--- config.mk ---
export PLATFORM = sky130hd
export DESIGN_NAME = alu_flag_gen
export DESIGN_NICKNAME = d
export VERILOG_FILES = /design/src/rtl/alu_flag_pkg.sv /design/src/rtl/alu_addsub.sv /design/src/rtl/alu_flag_calc.sv /design/src/rtl/alu_flag_reg.sv /design/src/rtl/alu_flag_gen.sv
export SDC_FILE = /design/constraint.sdc
export NUM_CORES = 1
export LEC_CHECK = 0
export CAP_MARGIN = 25
export CORE_MARGIN = 4
export CORE_UTILIZATION = 25
export CTS_CLUSTER_SIZE = 8
export DETAILED_ROUTE_END_ITERATION = 6
export PLACE_DENSITY_LB_ADDON = 0.05
export SLEW_MARGIN = 20
export SYNTH_ARGS = -nofsm -noshare
export SYNTH_HDL_FRONTEND = slang
export SYNTH_SLANG_ARGS = --single-unit
--- constraint.sdc ---
create_clock -name clk -period 10.75 [get_ports clk]
set_input_delay 2.15 -clock clk [delete_from_list [all_inputs] [get_ports clk]]
set_output_delay 2.15 -clock clk [all_outputs]
set_load 0.1 [all_outputs]
--- src/rtl/alu_flag_pkg.sv ---
package alu_flag_pkg;

    localparam int DATA_W = 16;
    localparam int BYTE_W = 8;

    typedef enum logic [1:0] {
        OP_ADD = 2'b00,
        OP_ADC = 2'b01,
        OP_SUB = 2'b10,
        OP_SBB = 2'b11
    } alu_op_e;

    // Packed so that bit 0 is carry and bit 4 is overflow.
    typedef struct packed {
        logic ovf;
        logic sgn;
        logic zro;
        logic par;
        logic cry;
    } flag_word_t;

    typedef struct packed {
        logic carry_out;  // carry out of the active top bit
        logic carry_top;  // carry into the active top bit
        logic is_sub;
    } carry_info_t;

    function automatic logic even_ones(input logic [BYTE_W-1:0] v);
        return ~(^v);
    endfunction

endpackage

--- src/rtl/alu_addsub.sv ---
module alu_addsub
    import alu_flag_pkg::*;
#(
    parameter int W  = DATA_W,
    parameter int BW = BYTE_W
) (
    input  alu_op_e       op,
    input  logic          wide,
    input  logic [W-1:0]  a,
    input  logic [W-1:0]  b,
    input  logic          cin,
    output logic [W-1:0]  res,
    output carry_info_t   cinfo
);
    localparam int HI_W = W - BW;

    logic          sub;
    logic          use_cin;
    logic          c0;
    logic [W-1:0]  b_eff;
    logic [W:0]    sum;
    logic          lo_out;
    logic          lo_in;
    logic          hi_out;
    logic          hi_in;

    always_comb begin
        sub     = (op == OP_SUB) || (op == OP_SBB);
        use_cin = (op == OP_ADC) || (op == OP_SBB);
        b_eff   = sub ? ~b : b;
        // Subtraction is a + ~b + 1, with the borrow in taking away that 1.
        c0      = sub ? ~(use_cin & cin) : (use_cin & cin);
        sum     = {1'b0, a} + {1'b0, b_eff} + {{W{1'b0}}, c0};
        // A carry into bit i is recovered as sum[i] ^ a[i] ^ b_eff[i].
        hi_out  = sum[W];
        hi_in   = sum[W-1] ^ a[W-1] ^ b_eff[W-1];
        lo_out  = sum[BW] ^ a[BW] ^ b_eff[BW];
        lo_in   = sum[BW-1] ^ a[BW-1] ^ b_eff[BW-1];
        if (wide) begin
            res             = sum[W-1:0];
            cinfo.carry_out = hi_out;
            cinfo.carry_top = hi_in;
        end else begin
            res             = {{HI_W{1'b0}}, sum[BW-1:0]};
            cinfo.carry_out = lo_out;
            cinfo.carry_top = lo_in;
        end
        cinfo.is_sub = sub;
    end

endmodule

--- src/rtl/alu_flag_calc.sv ---
module alu_flag_calc
    import alu_flag_pkg::*;
#(
    parameter int W  = DATA_W,
    parameter int BW = BYTE_W
) (
    input  logic [W-1:0] res,
    input  logic         wide,
    input  carry_info_t  cinfo,
    output flag_word_t   flags
);
    logic lo_zero;
    logic hi_zero;

    always_comb begin
        lo_zero   = (res[BW-1:0] == '0);
        hi_zero   = (res[W-1:BW] == '0);
        flags.cry = cinfo.carry_out ^ cinfo.is_sub;
        flags.par = even_ones(res[BW-1:0]);
        flags.zro = wide ? (lo_zero & hi_zero) : lo_zero;
        flags.sgn = wide ? res[W-1] : res[BW-1];
        flags.ovf = cinfo.carry_out ^ cinfo.carry_top;
    end

endmodule

--- src/rtl/alu_flag_reg.sv ---
module alu_flag_reg
    import alu_flag_pkg::*;
(
    input  logic       clk,
    input  logic       rst,
    input  logic       we,
    input  flag_word_t d,
    output flag_word_t q
);
    always_ff @(posedge clk) begin
        if (rst) begin
            q <= '0;
        end else if (we) begin
            q <= d;
        end
    end

endmodule

--- src/rtl/alu_flag_gen.sv ---
module alu_flag_gen
    import alu_flag_pkg::*;
#(
    parameter int W  = DATA_W,
    parameter int BW = BYTE_W,
    localparam int FW = $bits(flag_word_t)
) (
    input  logic          clk,
    input  logic          rst,
    input  logic [1:0]    op_i,
    input  logic          wide_i,
    input  logic [W-1:0]  a_i,
    input  logic [W-1:0]  b_i,
    input  logic          cin_i,
    input  logic          flag_we_i,
    output logic [W-1:0]  res_o,
    output logic [FW-1:0] flags_o,
    output logic [FW-1:0] flag_q_o
);
    carry_info_t cinfo;
    flag_word_t  fl_now;
    flag_word_t  fl_reg;

    alu_addsub #(.W(W), .BW(BW)) u_addsub (
        .op    (alu_op_e'(op_i)),
        .wide  (wide_i),
        .a     (a_i),
        .b     (b_i),
        .cin   (cin_i),
        .res   (res_o),
        .cinfo (cinfo)
    );

    alu_flag_calc #(.W(W), .BW(BW)) u_calc (
        .res   (res_o),
        .wide  (wide_i),
        .cinfo (cinfo),
        .flags (fl_now)
    );

    alu_flag_reg u_freg (
        .clk (clk),
        .rst (rst),
        .we  (flag_we_i),
        .d   (fl_now),
        .q   (fl_reg)
    );

    assign flags_o  = fl_now;
    assign flag_q_o = fl_reg;

endmodule

# After elaboration in Yosys (flattened, before gate mapping)
# Index checks and enable logic that the tools add are counted.
# op_classes
bitwise	13
n_eq_ne	3
n_mux	6
addsub	2
reduce_logical	5
# ops
op	n
2-to-1 mux 16 bit	2
adder 16 x 16 -> 17 bit	1
adder 17 x 1 -> 17 bit	1
zero test 8 bit	2
inverter 16 bit	1
parity 8 bit	1
bitwise XOR 1 bit	8
== test 2 bit (second input constant)	2
2-to-1 mux 1 bit	3
bitwise AND 1 bit	2
== test 2 x 1 -> 1 bit (second input constant)	1
logical OR 1 bit	2
2-to-1 mux 2 bit	1
inverter 1 bit	2
# totals
register_bits	5
input_bits	39

# Longest topological paths before layout
# Gate-level depths: netlist of the first run.
# depth
depth_word	10
depth_mapped	14
mapped_depth_nobuf	12

# Modules after synthesis
# A second synthesis of the first run with hierarchy kept.
# hier_totals
cells_unflattened	171
area_unflattened_um2	1387.6
# by_module_without_submodules
mod	n_inst	area_per_inst_um2	cells_each	seq_area_each_um2
alu_addsub	1	1037.2	131	0.0
alu_flag_reg	1	180.2	16	100.1
alu_flag_calc	1	170.2	24	0.0

# Worst setup path before layout of the first run
# No wires, ideal clock.
# synth_timing
path_kind	input-to-output
start	input op_i[1]
end	output flags_o[2]
cell_stages	11
setup_slack_ns	0.635
t_arrival_ns	7.965
cell_sequence	buf_2 buf_1 xor2_1 fa_1 a211oi_2 o21ai_1 a31oi_2 a2111o_1 o21ai_0 a2111o_1 nor3_1
# synth_via
elab_chain_cells	10
elab_cells_between_ends	16
# synth_lines
element	line	rtl
start: declaration	alu_flag_gen.sv:10	input logic [1:0] op_i,
parallel branches: the longest is 5 deep, another holds adder 16 x 16 -> 17 bit	-	
adder 17 x 1 -> 17 bit (*)	alu_addsub.sv:33	sum = {1'b0, a} + {1'b0, b_eff} + {{W{1'b0}}, c0};
2-to-1 mux 16 bit (*)	alu_addsub.sv:39	if (wide) begin
named net res_o[13]	alu_flag_gen.sv:16	output logic [W-1:0] res_o,
zero test 8 bit (*)	alu_flag_calc.sv:17	hi_zero = (res[W-1:BW] == '0);
bitwise AND 1 bit (*)	alu_flag_calc.sv:20	flags.zro = wide ? (lo_zero & hi_zero) : lo_zero;
2-to-1 mux 1 bit (*)	alu_flag_calc.sv:20	
end: declaration	alu_flag_gen.sv:17	output logic [FW-1:0] flags_o,
# Mark *: on every way through the listed nets, which the timed path passes.

# Worst setup path after layout of the first run
# layout_timing
start	input op_i[1]
end	output flags_o[1]
# layout_via
elab_chain_cells	9
elab_cells_between_ends	14
# layout_lines
element	line	rtl
parallel branches: the longest is 5 deep, another holds adder 16 x 16 -> 17 bit	-	
adder 17 x 1 -> 17 bit (*)	alu_addsub.sv:33	
2-to-1 mux 16 bit (*)	alu_addsub.sv:39	
parity 8 bit (*)	alu_flag_pkg.sv:29	return ~(^v);
inverter 1 bit (*)	alu_flag_pkg.sv:29	
# Mark *: on every way between the ends.

==> results.txt, run 1 <==
- The flow ran to the end, and the final reports show no timing, DRC or antenna violations.
- Post-route setup TNS: 0 ns
- The critical path contains buffers and inverters numbering 2 combined.
* Worst hold margin: 0.4941 ns
* Most frequent cell on the critical path: xnor2_1
* Cell area power density: around 230 nW/um2
- Final #Nets: 322
* Total routing resource utilization after global routing: 0.1177
- Length of the first detailed-routing pass in iterations: 4
- Average vias per placed instance: 4.676
* Most used flip-flop cell after synthesis: dfxtp_1
- Buffer depth of the longest clock path: 2
- In this run the worst hold path is classified as register to register.
- The via count of the first global-routing pass was 1543.
- The largest individual stage delay along the critical path comes from the cell clkdlybuf4s50_1.
- Yosys printed 0 warnings.
- Number of gates resized after CTS: 0
* Most instantiated cells after synthesis: xor2_1 (22), ha_1 (19), nand2_1 (17)
* CP startpoint kind: primary input
- For this run, the register share of the synthesized area comes to 0.06499.
- Post-Layout Cell Count: 336
* Crit path required time: approximately 8.6 ns
- Async SR Flop Fraction: 0
- Subtracting the final worst setup slack from the clock period gives 8.909 ns.
* Overall power: 0.5295 mW
- CTS built an H-tree with a depth of 1.
- Cells along the critical path: clkdlybuf4s50_1 -> xor2_1 -> fa_1 -> fa_1 -> a21o_1 -> a211o_1 -> xnor2_1 -> ha_1 -> xnor2_1 -> xnor2_1 -> clkdlybuf4s50_1
- Dividing the detail-routed wire length by the instance count gives 13.30 um.
* Largest fanout of any net on the critical path: 10
- Largest stage delay on the critical path: 1.17 ns
- The kind of cell with the highest combined delay along the critical path is buffers and inverters.
- The setup check on the worst reg-to-reg path leaves a slack of slightly above 10 ns.
- For this block, the routed nets add up to around 4500 um of wire.
- The first global-routing pass estimated 7272 um of wire.
- Summing all placed instances gives a cell area of around 2200 um2.
- STA classifies the critical path endpoint as an output pin.
* Starting density of the core: 0.2586
- TritonCTS created 3 clock buffers.
- The register with the most flip-flops in the final layout is u_freg.q.
- Placed Instances: 332
- Worst-Skew Late Latency: 0.22 ns
- Largest net degree at the start of global routing: 13
* Die outline area: 7481 um2
- The setup path with the least slack is of type primary input to output pin.
- In the post-synthesis netlist, the biggest area contributors are ha_1 (15%), xor2_1 (13%), xnor2_1 (8.0%).
- Across the run, the number of max-cap violations was 0.
* Mean area per synthesized cell: just under 8 um2
* Proportion of netlist area held by the largest area contributor: 0.1543
- The routed layout has around 1600 vias.
- The worst register-to-register path begins at u_freg.q[3].
- For this run, the top clock speed supported by timing is 112.2 MHz.
* Buffer count from post-CTS setup fixing: 0
- Clock tree synthesis found a total of 5 sinks.
- The congestion estimate from routability-driven global placement came to 0.7570.
- Pins Over Slew Limit: 0
- Post-synthesis cell area: 1540 um2
* CTS root buffer: clkbuf_8
* DIE HEIGHT: between 80 and 90 um
- Ratio of final minimum period to clock period: 0.8288
* Number of inserted filler cells in the final layout: roughly 670
- Setup slack after layout: between 1.5 and 2 ns
* Post-route core utilization: 0.3824
- At the pin with the least slew margin, the transition time is 0.9885 ns.
* Highest ir drop seen on vdd: 0.2724 mV
- When the netlist entered floorplanning its net count stood at around 260.
* Clock tree from TritonCTS: built
* IO Port Bufs: between 60 and 70
- For the final database, setup skew stands at 0 ns.
- The biggest area contributor in the post-synthesis netlist is ha_1.
- The number of antenna diodes in the final layout is 0.
- Area added between synthesis and finish: 47.85%
- In this run, synthesis inferred 0 flip-flops with an integrated enable.
- First-iteration detailed-routing DRC count: 27
* Clock-pin slew on the worst setup and hold paths: approximately 0.04 ns
* Synthesized instance count: between 150 and 200
- Startpoint of the most critical hold path: u_freg.q[1]
- In the routed design, unresolved DRC markers number 0.
- Summed area of non-filler cells in the final layout: about 2300 um2
* Congestion Overflow GR: 0
- The worst hold path terminates at u_freg.q[1].
* Core region area: 5956 um2
- Number of cells on the worst hold path: 2
- Setup repair after global routing left no endpoint under its margin.
- Pre-CTS setup slack: 1.763 ns
- CTS Hold Buffers Added: 0
* Unique cell type count in the Yosys netlist: between 40 and 50
- Number of antenna violations at the first check in global routing: 0
* Worst relative slew slack: 0.3389
- Horizontal die dimension: roughly 86 um
* Final number of hold-violating endpoints: 0
* Number of register bits inferred by synthesis: 5
- Length in cells of the worst reg-to-reg path: 2
* Core Rows: 28
* Largest registers: u_freg.q (5)
* Layout cell share with drive strength beyond 1: 0.06130
- Arr. time, crit path: 6.76 ns
- Critical register-to-register path endpoint: u_freg.q[3]
- Most common cell in the netlist: xor2_1
- Setup violations remaining at the end of the flow were counted as 0.
- Num ports: 65
* LEAKAGE: 0.9688 nW
- Placed wire-length estimate: between 3000 and 4000 um
- The count of nets left with antenna violations once routing finished came out at 0.
* Max reg flops: 5
cells by family (layout without fill, tap and decap cells):
| group | after synthesis | after routing | share of synthesized area |
|---|---|---|---|
| simple gates | 58 | 58 | 0.1869 |
| mux | 3 | 3 | 0.02031 |
| compound gates | 56 | 56 | 0.2803 |
| flops | 5 | 5 | 0.06499 |
| buf+inv | 20 | 82 | 0.06256 |
| fa+ha+maj | 21 | 21 | 0.1803 |
| xor+xnor | 36 | 36 | 0.2047 |
worst min-delay path, stage by stage, from the launching register on:
cell     delay (ns)
dfxtp_1        0.32
mux2i_1        0.07
nor2_1         0.07
power breakdown:
part / total [mW] / internal (mW) / switching [mW]
Combinational: 0.472 / 0.132 / 0.340
Sequential: 0.0229 / 0.0216 / 0.00131
Clock: 0.0344 / 0.0254 / 0.00892
cells in the final DEF (no fill, tap or decap), drive strengths merged, types with 2 or more instances in the layout:
cell type	synthesis	final
a311oi	2	2
nor2b	2	2
fa	2	2
o21ai	10	10
nor3	4	4
a21oi	16	16
inv	13	13
and2	6	6
nor2	16	16
a211oi	5	5
xnor2	14	14
a211o	3	3
o211ai	2	2
nand2	17	17
buf	7	2
a2111oi	2	2
xor2	22	22
o21a	3	3
and3	3	3
ha	19	19
clkdlybuf4s50	0	63
clkbuf	0	4
a2111o	3	3
a21o	5	5
mux2i	2	2
dfxtp	5	5
metal layers:
layer	vias up	share of wire	track usage
li1	830	-	-
met1	697	0.50	0.1697
met2	44	0.44	0.1898
met3	0	0.062	0.02186
met4	0	0	0.008499
met5	-	0	0
worst max-delay path by stage:
stage	startpoint	end	slack, ns	cells after the start
finish	op_i[1]	flags_o[1]	1.84	11
global route	op_i[1]	flags_o[1]	1.57	11
CTS	op_i[1]	flags_o[1]	1.75	11
detailed placement	op_i[1]	flags_o[1]	1.76	11
global placement	op_i[1]	flags_o[1]	1.81	11
floorplan	op_i[1]	flags_o[2]	0.63	11
final cells by class:
| class | instances | area, um2 | area share |
|---|---|---|---|
| multi-input cells | 174 | 1344 | 0.5901 |
| repair buffers | 65 | 645.6 | 0.2835 |
| flip-flops and latches | 5 | 100.1 | 0.04396 |
| well taps | 75 | 93.84 | 0.04121 |
| inverters | 13 | 48.80 | 0.02143 |
| clock buffers | 4 | 45.04 | 0.01978 |
Note: power is estimated with default switching activity, not from simulation.
==> run 2, diff against run 1 <==
Clock period 10.75 ns to 8.8 ns, I/O delays scaled along.
==> run 2 against run 1 <==
Worst setup slack got worse by 0.49 ns; via count increased by 2.4%; sequential power increased by 22%; global-route usage increased by 0.18 points; sequential share of layout area about the same; worst hold slack improved by 0.0013 ns; power increased by 22%; utilization decreased by 0.063 points; critical path type unchanged.
==> results.txt, run 2 (synthesis gave the netlist of run 1 again) <==
- The row count came to 28 (unchanged).
- The part of the total power dissipated in the clock network came to 0.065 (about the same).
* Ratio of final minimum period to clock period: 0.8468
- The core area came to 5956 um2 (unchanged).
- Number of gates resized after CTS: 0 (unchanged)
- Number of global-route vias before repair: 1591 (+3.1%)
- Die outline area: 7481 um2 (unchanged)
* Arr. time, crit path: 5.69 ns (-1.07 ns)
- The count of nets left with antenna violations after detail routing was 0 (unchanged).
- The clock-pin slew of the registers on the worst-case setup and hold paths came to 0.03 ns (about the same).
* Max-Cap Viols: 0 (unchanged)
- Buffer depth of the longest clock path: 2 (unchanged)
* Reg-to-Reg Start: u_freg.q[3]
* Seq. cell area: 100.1 um2 (unchanged)
- The data required time of the critical path was 7.04 ns (-1.56 ns).
- The final count of negative-setup-slack endpoints is 0 (unchanged).
- DIE HEIGHT: 86.49 um (unchanged)
- The final cell count without fillers is 336 (unchanged).
- The aggregate routed wire length came to 4522 um (+1.2%).
* Skew final: 0 ns (unchanged)
- Compared with the post-synthesis result, the final layout area differs by 47.60%.
* Critical register-to-register path endpoint: u_freg.q[3]
- The flow ran to the end, and the final reports show no timing, DRC or antenna violations.
- The last weighted congestion value of the routability-driven placer came to 0.7923 (+4.7%).
* Final #Nets: 322 (unchanged)
- The vias per cell is 4.786 (+2.4%).
* Pins Over Slew Limit: 0 (unchanged)
* RSZ-0062 raised after global routing: false
- CP startpoint kind: primary input
* Clk sink count: 5 (unchanged)
* Cells along the critical path: clkdlybuf4s50_1 -> xor2_1 -> fa_1 -> fa_1 -> a21o_1 -> a211o_1 -> xnor2_1 -> ha_1 -> nand4_1 -> or2_2 -> a2111o_1 -> nor3_1 -> buf_12
* Global routing usage on met1: 0.1792 (+0.009450)
* Clock period minus worst slack: 7.452 ns
- Sequential fraction of design power: 0.043 (about the same)
- The number of buffers added on ports is 64 (unchanged).
- The library cells used most frequently in the layout, excluding fill and tap cells, are clkdlybuf4s50_1 (52), xor2_1 (22), ha_1 (19).
- Layout cell share with drive strength beyond 1: 0.1073 (+0.04598)
* Placed wire-length estimate: 3920 um (+1.2%)
- The number of buffer and inverter stages on the critical path came to 2 (unchanged).
* Part of the total power dissipated in combinational logic: 0.892 (about the same)
- Starting density of the core: 0.2586 (unchanged)
- Top Family by Delay on Critical Path: adder cells
- The worst setup path is of the primary input to output pin kind.
* Internal power of the cells: 0.2107 mW (+18%)
- The highest net fanout along the worst path came to 4 (-6).
- Max reg flops: 5 (unchanged)
* Startpoint of the most critical hold path: u_freg.q[3]
- The global routing stage identified its most utilized layer as met2.
- The met3 usage was 0.01996 (-0.001901).
- Flop2flop setup slack: 8.13 ns (-1.94 ns)
- The final routed wire length divided by cell count is 13.46 um (+1.2%).
- Register ranked first by flip-flop count: u_freg.q
* Cell area power density: 283.4 nW/um2 (+22%)
- Tightest Pin Transition: 0.9956 ns (+0.007073 ns)
- Post-route core utilization: 0.3817 (-0.0006300)
- The number of cells traversed by the worst register-to-register path was 2 (unchanged).
- The clock buffer count from CTS was 3 (unchanged).
* Wire length of the first global-routing pass: 7396 um (+1.7%)
* Slowest-stage cell, CP: clkdlybuf4s50_1
* Clock tree from TritonCTS: built
- The initial antenna violation count came to 0 (unchanged).
* First-iteration detailed-routing DRC count: 25 (-7.4%)
* Worst relative slew slack: 0.3342 (-0.004731)
* Worst-Skew Late Latency: 0.22 ns (about the same)
* Combined area of the multi-input logic cells: 1355 um2 (+0.84%)
* Highest ir drop seen on vdd: 0.3950 mV (+45%)
- The top-level I/O count is 65 (unchanged).
* Worst Hold Path EP: u_freg.q[3]
- The min-delay analysis places its worst path in the category register to register.
- The total routing resource utilization after global routing was 0.1195 (+0.001839).
* Peak clock frequency supported by timing: 134.2 MHz
* LEAKAGE: 0.9835 nW (+1.5%)
- Number of design rule violations left after detail routing: 0 (unchanged)
- Met2 track demand over resource: 0.1843 (-0.005563)
- Placed Instances: 332 (unchanged)
- H-tree levels: 1 (unchanged)
* Post-route setup TNS: 0 ns (unchanged)
- CTS root buffer: clkbuf_8
* Most frequent cell on the critical path: fa_1
- Switching fraction of total power: 0.6730 (+0.01069)
- The stage delay of the slowest cell on the critical path came to 0.52 ns (-0.65 ns).
- The length of the first detailed-routing pass in iterations was 4 (unchanged).
- Net switching component of the power: 0.4336 mW (+24%)
- Number of cells on the worst hold path: 2 (unchanged)
- CTS Hold Buffers Added: 0 (unchanged)
- Leaving out fill and tap cells, the most frequent cell in the layout is clkdlybuf4s50_1.
- Tracing the worst setup path back leads to its startpoint at op_i[1].
- Congestion Overflow GR: 0 (unchanged)
- Largest net degree at the start of global routing: 17 (+4)
- The total vias in the final route came to 1608 (+2.4%).
- Horizontal die dimension: 86.49 um (unchanged)
* Antenna diodes: 0 (unchanged)
- The final hold violation count came to 0 (unchanged).
- In the final layout, the registers with the most flip-flops are u_freg.q (5).
* Number of inserted filler cells in the final layout: 677 (+1.7%)
- Endpoint class of the critical path: output pin
- Buffer count from post-CTS setup fixing: 0 (unchanged)
## run 2: metrics by stage
stage	hold WS (ns)	cell area (um2)	total power, mW	setup slack [ns]
floorplan	0.9246	1553	0.4865	0.01439
global placement	0.4934	2228	0.6084	1.341
detailed placement	0.5015	2228	0.6084	1.276
CTS	0.5061	2273	0.6524	1.275
global route	0.5414	2273	0.6804	1.087
finish	0.4954	2273	0.6443	1.348
## run 2: how the worst max path moves through the flow
stage / end / cells after the start
6_report: flags_o[2] / 13
5_1_grt: flags_o[2] / 13
4_1_cts: flags_o[2] / 13
3_5_place_dp: flags_o[2] / 13
3_3_place_gp: flags_o[2] / 13
2_1_floorplan: flags_o[2] / 12
## run 2: final cells by class
class,instances,share of cell area
inverter,13,0.02146
sequential,5,0.04403
tap,75,0.04128
clock buffer,4,0.01981
multi-input combinational,174,0.5960
timing repair buffer,65,0.2774
## run 2: tightest hold or removal path, stage by stage, from the launching register on
cell and delay, ns:
dfxtp_1 0.30, nor2_1 0.10, a311oi_1 0.05
## run 2: routing by layer
metal  up-vias  part of all wire
li1        832                 -
met1       719              0.50
met2        55              0.42
met3         2             0.075
met4         0            0.0018
met5         -                 0
## run 2: power groups by stage
stage,clock network [mW],logic (mW),registers [mW]
final,0.0419,0.574,0.0280
after floorplan,0,0.435,0.0516
after CTS,0.0435,0.581,0.0281
after global placement,0,0.580,0.0283
after global routing,0.0450,0.607,0.0285
after detailed placement,0,0.580,0.0284
